$ cat src/rtl/evr_pkg.sv
package evr_pkg;
  localparam int unsigned FLD_W = 2;

  typedef enum logic [FLD_W-1:0] {
    POL_KEEP = 2'd0,
    POL_SET  = 2'd1,
    POL_CLR  = 2'd2,
    POL_FLIP = 2'd3
  } pol_e;

  typedef enum logic [FLD_W-1:0] {
    DIR_NONE = 2'd0,
    DIR_LO   = 2'd1,
    DIR_HI   = 2'd2,
    DIR_RSVD = 2'd3
  } dir_e;
endpackage

$ cat src/rtl/evr_cfg.sv
module evr_cfg #(
  parameter int unsigned DATA_W = 32,
  parameter int unsigned CFG_W  = 8
) (
  input  logic              clk,
  input  logic              rst_n,
  input  logic              wr_en,
  input  logic              wr_sel,
  input  logic [DATA_W-1:0] wr_data,
  output logic [CFG_W-1:0]  pol_o,
  output logic [CFG_W-1:0]  dir_o
);
  logic [CFG_W-1:0] pol_q, pol_d;
  logic [CFG_W-1:0] dir_q, dir_d;
  logic             pol_en, dir_en;

  always_comb begin
    pol_en = wr_en && !wr_sel;
    dir_en = wr_en && wr_sel;
    pol_d  = wr_data[CFG_W-1:0];
    dir_d  = wr_data[CFG_W-1:0];
  end

  always_ff @(posedge clk or negedge rst_n) begin
    if (!rst_n) begin
      pol_q <= '0;
      dir_q <= '0;
    end else begin
      if (pol_en) pol_q <= pol_d;
      if (dir_en) dir_q <= dir_d;
    end
  end

  assign pol_o = pol_q;
  assign dir_o = dir_q;
endmodule

$ cat src/rtl/evr_lane.sv
module evr_lane
  import evr_pkg::*;
(
  input  logic             cur_i,
  input  logic             set_i,
  input  logic             clr_i,
  input  logic [FLD_W-1:0] pol_i,
  input  logic [FLD_W-1:0] dir_i,
  input  logic             lo_dn_i,
  input  logic             hi_dn_i,
  input  logic             unified_i,
  output logic             nxt_o,
  output logic             act_o
);
  logic swap;
  logic eff_set, eff_clr;

  always_comb begin
    unique case (dir_e'(dir_i))
      DIR_LO:  swap = lo_dn_i;
      DIR_HI:  swap = hi_dn_i && !unified_i;
      default: swap = 1'b0;
    endcase
    eff_set = swap ? clr_i : set_i;
    eff_clr = swap ? set_i : clr_i;
    act_o   = set_i || clr_i;
    nxt_o   = cur_i;
    if (eff_set && !eff_clr) begin
      nxt_o = 1'b1;
    end else if (eff_clr && !eff_set) begin
      nxt_o = 1'b0;
    end else if (eff_set && eff_clr) begin
      unique case (pol_e'(pol_i))
        POL_SET:  nxt_o = !swap;
        POL_CLR:  nxt_o = swap;
        POL_FLIP: nxt_o = !cur_i;
        default:  nxt_o = cur_i;
      endcase
    end
  end
endmodule

$ cat src/rtl/evr_outreg.sv
module evr_outreg #(
  parameter int unsigned W = 4
) (
  input  logic         clk,
  input  logic         rst_n,
  input  logic [W-1:0] en_i,
  input  logic [W-1:0] d_i,
  output logic [W-1:0] q_o
);
  logic [W-1:0] q_r;

  for (genvar g = 0; g < W; g++) begin : g_bit
    always_ff @(posedge clk or negedge rst_n) begin
      if (!rst_n)       q_r[g] <= 1'b0;
      else if (en_i[g]) q_r[g] <= d_i[g];
    end
  end

  assign q_o = q_r;
endmodule

$ cat src/rtl/evt_out_resolver.sv
module evt_out_resolver
  import evr_pkg::*;
#(
  parameter int unsigned NUM_OUT = 4,
  parameter int unsigned DATA_W  = 32
) (
  input  logic               clk,
  input  logic               rst_n,
  input  logic               wr_en,
  input  logic               wr_sel,
  input  logic [DATA_W-1:0]  wr_data,
  input  logic [NUM_OUT-1:0] set_req,
  input  logic [NUM_OUT-1:0] clr_req,
  input  logic               cnt_lo_down,
  input  logic               cnt_hi_down,
  input  logic               cnt_unified,
  output logic [NUM_OUT-1:0] out_q
);
  localparam int unsigned CFG_W = NUM_OUT * FLD_W;

  logic [CFG_W-1:0]   pol_w, dir_w;
  logic [NUM_OUT-1:0] nxt_w, act_w;

  evr_cfg #(.DATA_W(DATA_W), .CFG_W(CFG_W)) u_cfg (
    .clk     (clk),
    .rst_n   (rst_n),
    .wr_en   (wr_en),
    .wr_sel  (wr_sel),
    .wr_data (wr_data),
    .pol_o   (pol_w),
    .dir_o   (dir_w)
  );

  for (genvar n = 0; n < NUM_OUT; n++) begin : g_lane
    evr_lane u_lane (
      .cur_i     (out_q[n]),
      .set_i     (set_req[n]),
      .clr_i     (clr_req[n]),
      .pol_i     (pol_w[FLD_W*n +: FLD_W]),
      .dir_i     (dir_w[FLD_W*n +: FLD_W]),
      .lo_dn_i   (cnt_lo_down),
      .hi_dn_i   (cnt_hi_down),
      .unified_i (cnt_unified),
      .nxt_o     (nxt_w[n]),
      .act_o     (act_w[n])
    );
  end

  evr_outreg #(.W(NUM_OUT)) u_out (
    .clk   (clk),
    .rst_n (rst_n),
    .en_i  (act_w),
    .d_i   (nxt_w),
    .q_o   (out_q)
  );
endmodule

$ cat config.mk
export PLATFORM = sky130hd
export DESIGN_NAME = evt_out_resolver
export DESIGN_NICKNAME = d
export VERILOG_FILES = /design/src/rtl/evr_pkg.sv /design/src/rtl/evr_cfg.sv /design/src/rtl/evr_lane.sv /design/src/rtl/evr_outreg.sv /design/src/rtl/evt_out_resolver.sv
export SDC_FILE = /design/constraint.sdc
export NUM_CORES = 1
export LEC_CHECK = 0
export BUFFER_PORTS_ARGS = -buffer_cell sky130_fd_sc_hd__buf_2
export CAP_MARGIN = 20
export CORE_MARGIN = 4
export CORE_UTILIZATION = 40
export DETAILED_ROUTE_END_ITERATION = 8
export PLACE_DENSITY_LB_ADDON = 0.3
export SETUP_SLACK_MARGIN = 0.3
export SLEW_MARGIN = 20
export SYNTH_ARGS = -nofsm -noshare
export SYNTH_HDL_FRONTEND = slang
export SYNTH_HIERARCHICAL = 1
export SYNTH_SLANG_ARGS = --single-unit
$ cat constraint.sdc
create_clock -name clk -period 1.5 [get_ports clk]
set_input_delay 0.15 -clock clk [delete_from_list [all_inputs] [get_ports clk]]
set_output_delay 0.15 -clock clk [all_outputs]
set_load 0.02 [all_outputs]
# --- Yosys cells after proc, flatten, opt, wreduce, memory -nomap -nowiden ---
# Index checks and enable logic that the tools add are counted.
op_classes:
  eq_ne: 20
  mux: 28
  reduce_logical: 49
op_table:
  columns: ["cell", "count"]
  rows:
  - ["$eq A2 B2 Y1 const B", 12]
  - ["$mux W1", 20]
  - ["$reduce_bool A5 Y1", 4]
  - ["$logic_not A1 Y1", 18]
  - ["$eq A2 B1 Y1 const B", 8]
  - ["$logic_and A1 B1 Y1", 15]
  - ["$pmux W1 S3", 4]
  - ["$reduce_and A3 Y1", 4]
  - ["$reduce_bool A3 Y1", 4]
  - ["$pmux W1 S2", 4]
  - ["$logic_or A1 B1 Y1", 4]
totals:
  register_bits: 20
  input_bits: 47
  elab_cells: 103

# --- Logic depth before layout (Yosys ltp) ---
depth:
  depth_word: 8
  mapped_depth: 7

# --- By module ---
# The synthesis kept the hierarchy.
modules_own_cells:
  columns: ["mod", "n_inst", "cells_per_inst", "area_each_um2", "seq_area_each_um2"]
  rows:
  - ["evr_cfg", 1, 35, 641.9, 400.4]
  - ["evr_lane", 4, 19, 138.9, 0.0]
  - ["evr_outreg", 1, 8, 160.2, 100.1]

# --- Worst setup path before layout ---
# Ideal clock, no wire load.
synth_path:
  kind: "register to register"
  startpoint: "register u_cfg.dir_q[0] (netlist: u_cfg/dir_o[0])"
  endpoint: "register u_out.q_r[0] (netlist: u_out/q_o[0])"
  setup_ns: 0.125
  arrival_ns: 1.277
  t_required_ns: 1.375
  path_slack_ns: 0.098
  path_stages_with_launch: 8
  path_buffers: 0
  cell_sequence: "dfrtp_1 -> inv_1 -> ha_1 -> nand3b_4 -> a21oi_2 -> nand4b_1 -> nand4_1 -> mux2_4"
synth_between:
  elab_chain_len: 7
  word_cells_on_any_way: 18
synth_rtl:
  columns: ["item", "line_no", "source"]
  rows:
  - ["start: declaration", "evr_cfg.sv:14", "logic [CFG_W-1:0] dir_q, dir_d;"]
  - ["start signal: assignment", "evr_cfg.sv:30", "if (dir_en) dir_q <= dir_d;"]
  - ["$eq A2 B2 Y1 or $eq A2 B1 Y1 (tied branches)", "evr_lane.sv:19", "unique case (dir_e'(dir_i))"]
  - ["$pmux W1 S2 *", "evr_lane.sv:19", null]
  - ["$logic_not A1 Y1 or $mux W1 (tied branches)", "evr_lane.sv:34, evr_lane.sv:24", null]
  - ["$pmux W1 S3 or $logic_not A1 Y1 (tied branches)", "evr_lane.sv:33, evr_lane.sv:30", null]
  - ["$mux W1 or $logic_and A1 B1 Y1 (tied branches)", "evr_lane.sv:32, evr_lane.sv:30", null]
  - ["$mux W1", "evr_lane.sv:30", "end else if (eff_clr && !eff_set) begin"]
  - ["$mux W1 *", "evr_lane.sv:28", "if (eff_set && !eff_clr) begin"]
  - ["named net nxt_w[0]", "evt_out_resolver.sv:22", "logic [NUM_OUT-1:0] nxt_w, act_w;"]
  - ["end signal: indexed assignment", "evr_outreg.sv:15", "else if (en_i[g]) q_r[g] <= d_i[g];"]
  - ["end: declaration", "evr_outreg.sv:10", "logic [W-1:0] q_r;"]
# Mark *: on every way through the listed nets, which the timed path passes. The rest lies on a longest branch. The select of a mux whose other input is x is not followed.
# A chain may end at the register's enable or synchronous reset.

# --- Final worst setup path ---
layout_path:
  startpoint: "register u_cfg.dir_q[7] (netlist: u_cfg/dir_o[7])"
  endpoint: "register u_out.q_r[3] (netlist: u_out/q_o[3])"
# Same word-level chain as after synthesis.

==> run metrics <==
outcome finished, final reports clean; share of cells above drive strength 1 53.0%; max cap viols 0; fmax 676 MHz; final instance area 1710 µm²; crit-path max FO 3; NumNets Final 207; vias per cell 5.01; Initial Utilization 43.1%; CTS tree done; Max rail drop VDD 0.000655 V; chip height 66.3 µm; First DRT Iteration DRCs 18; gr busiest metal met2; grt met3 use 3.06%; Startpoint Class flop; Crit Path Category flop to flop; clock tree buffer depth 2; CTS buffer count 3; core area 3150 µm²; Fin. Hold Viols 0; final hold slack 71.2 ps; fin crit share 98.6%; met1 Use GR 15.3%; Slew Viols, Final 0; Yosys reg bits 20; I/O pin cnt 51; area of placed instances 1540 µm²; relative slew slack 68.7%; pwr/cell area 1040 nW/µm²; slowest stage delay, CP 440 ps; CTS root buf clkbuf_4; RD Place Congestion 0.680; syn_nets 174; Antenna Nets Post-Route 0; grt met2 use 23.9%; cells along the critical path inv_1 -> ha_1 -> nand2_2 -> a21oi_4 -> a211o_1 -> nand4_1 -> mux2_4; ANT cells 0; I/O Buffers 26; GR Util All Layers 13.2%; largest net degree at the start of global routing 21; Final min period 1480 ps; H-tree Lvls 1; Post-Syn Area per Cell 11.4 µm²; P&R area growth vs syn 25.6%; Detailed Place HPWL 2010 µm; final WL 2580 µm; first-pass GRT wire length 4450 µm; DRT Pass-1 Iters 4; final core occ 54.1%; Yosys warnings 6; critical path capture point type flop; clk_lat worst skew 310 ps; RSZ-0062 raised after global routing true; post-synthesis sequential area ratio 36.9%; Gate Count Post-Synth 119; clk slew on worst S/H paths 130 ps; Vias 976; critical path's slowest cell dfrtp_1; area of the die 4390 µm²; worst hold path class primary input to flop; Die Width 66.3 µm; Residual DRC 0; CP required 1720 ps; fillers 292; crit path DAT 1690 ps; Setup Skew 15.6 ps; synthesized cell area 1360 µm²; vias in the first global route 1,023; leakage 0.813 nW; Worst-Margin Slew 469 ps; routed len/inst 13.2 µm; Cell Rows 20; gr ovfl total 0; count of clock tree sinks 20; synth unique cells 19; initial antenna violation count 0; Final Setup Violations 0
[registers in the layout (all words and copies together), names as in the netlist]
register / flops
u_cfg/pol_o: 8
u_out/q_o: 4
u_cfg/dir_o: 8
[power by group]
part | switching (W) | leakage [nW] | total [W] | internal [W]
Sequential | 0.000105 | 0.235 | 0.000735 | 0.000630
Clock | 0.000177 | 0.0279 | 0.000448 | 0.000270
Combinational | 0.000263 | 0.550 | 0.000590 | 0.000327
[worst paths after layout]
path                       depth (start not counted)  slack, ps            from        endpoint
setup / recovery                                   7         20  u_cfg/dir_o[7]    u_out/q_o[3]
hold / removal                                     2         70      wr_data[2]  u_cfg/pol_o[2]
setup reg to reg                                   7         20  u_cfg/dir_o[7]    u_out/q_o[3]
hold reg to reg                                    1        570  u_cfg/pol_o[1]  u_cfg/pol_o[1]
max in group asynchronous                          2        860           rst_n  u_cfg/dir_o[3]
min in group asynchronous                          2        300           rst_n    u_out/q_o[2]
[repair_timing]
action                                 4_1_cts  5_1_grt
hold buffers                                 1        0
resized for setup                           12        4
buffers inserted                             2        0
endpoints found under the hold margin       20        0
pin swaps                                   10        5
setup endpoints to repair                    4        4
[cell usage after synthesis, drive strengths merged]
| library cell | count | area [µm²] |
|---|---|---|
| inv | 12 | 45.0 |
| nand2b | 4 | 25.0 |
| nand4 | 4 | 25.0 |
| ha | 8 | 100 |
| mux2 | 20 | 270 |
| nand4b | 4 | 35.0 |
| nor2 | 4 | 15.0 |
| nand2 | 5 | 31.3 |
| nand3 | 8 | 40.0 |
| nor2b | 1 | 13.8 |
| dfrtp | 20 | 500 |
| nand3b | 8 | 110 |
| buf | 1 | 11.3 |
| a21oi | 4 | 35.0 |
| o21ai | 8 | 40.0 |
| a211o | 4 | 35.0 |
| or2 | 4 | 25.0 |
[cells in the final DEF, fill, tap and decap left out, drive strengths merged]
| cell type | count |
|---|---|
| nand2 | 5 |
| buf | 28 |
| nand3b | 8 |
| dfrtp | 20 |
| clkbuf | 3 |
| nand4b | 4 |
| bufinv | 1 |
| mux2 | 20 |
| or2 | 4 |
| dlygate4sd3 | 1 |
| nor2b | 1 |
| o21ai | 8 |
| a21oi | 4 |
| nand2b | 4 |
| nand3 | 8 |
| nor2 | 4 |
| ha | 8 |
| inv | 12 |
| a211o | 4 |
| nand4 | 4 |
[critical path: cells and delay by family, from the launching register on]
family,cells,cell delay [ps]
simple gates,2,160
buf+inv,1,70
fa+ha+maj,1,150
flops,1,440
compound gates,2,290
mux,1,270
[final cells by class]
cell class	instances	area, µm²	area share, %
clock inverter	1	30.0	1.76
sequential	20	500	29.3
timing repair buffer	29	159	9.32
multi-input combinational	86	893	52.4
inverter	12	45.0	2.64
tap	44	55.1	3.23
clock buffer	3	22.5	1.32
[stage by stage]
stage	power (W)	worst slack [ps]	instances	TNS, ps
3_5_place_dp	0.00125	-20.5	188	-28.1
6_report	0.00177	21.5	195	0
3_3_place_gp	0.00121	56.4	188	0
4_1_cts	0.00179	19.6	195	0
2_1_floorplan	0.00109	119	119	0
5_1_grt	0.00189	-65.9	195	-147
[cell families (layout without fill, tap and decap cells)]
logic type	after synthesis	count (layout)	synth area share [%]
buffers and inverters	13	45	4.15
DFF	20	20	36.9
adders and majority gates	8	8	7.37
and+or+nand+nor	42	42	23.6
muxes	20	20	19.9
AOI/OAI and AO/OA	16	16	8.11
[per-layer routing]
metal,up-vias,wire [µm]
li1,485,-
met1,470,1140
met2,19,1310
met3,2,107
met4,0,25
met5,-,0
(Power assumes the default switching activity.)
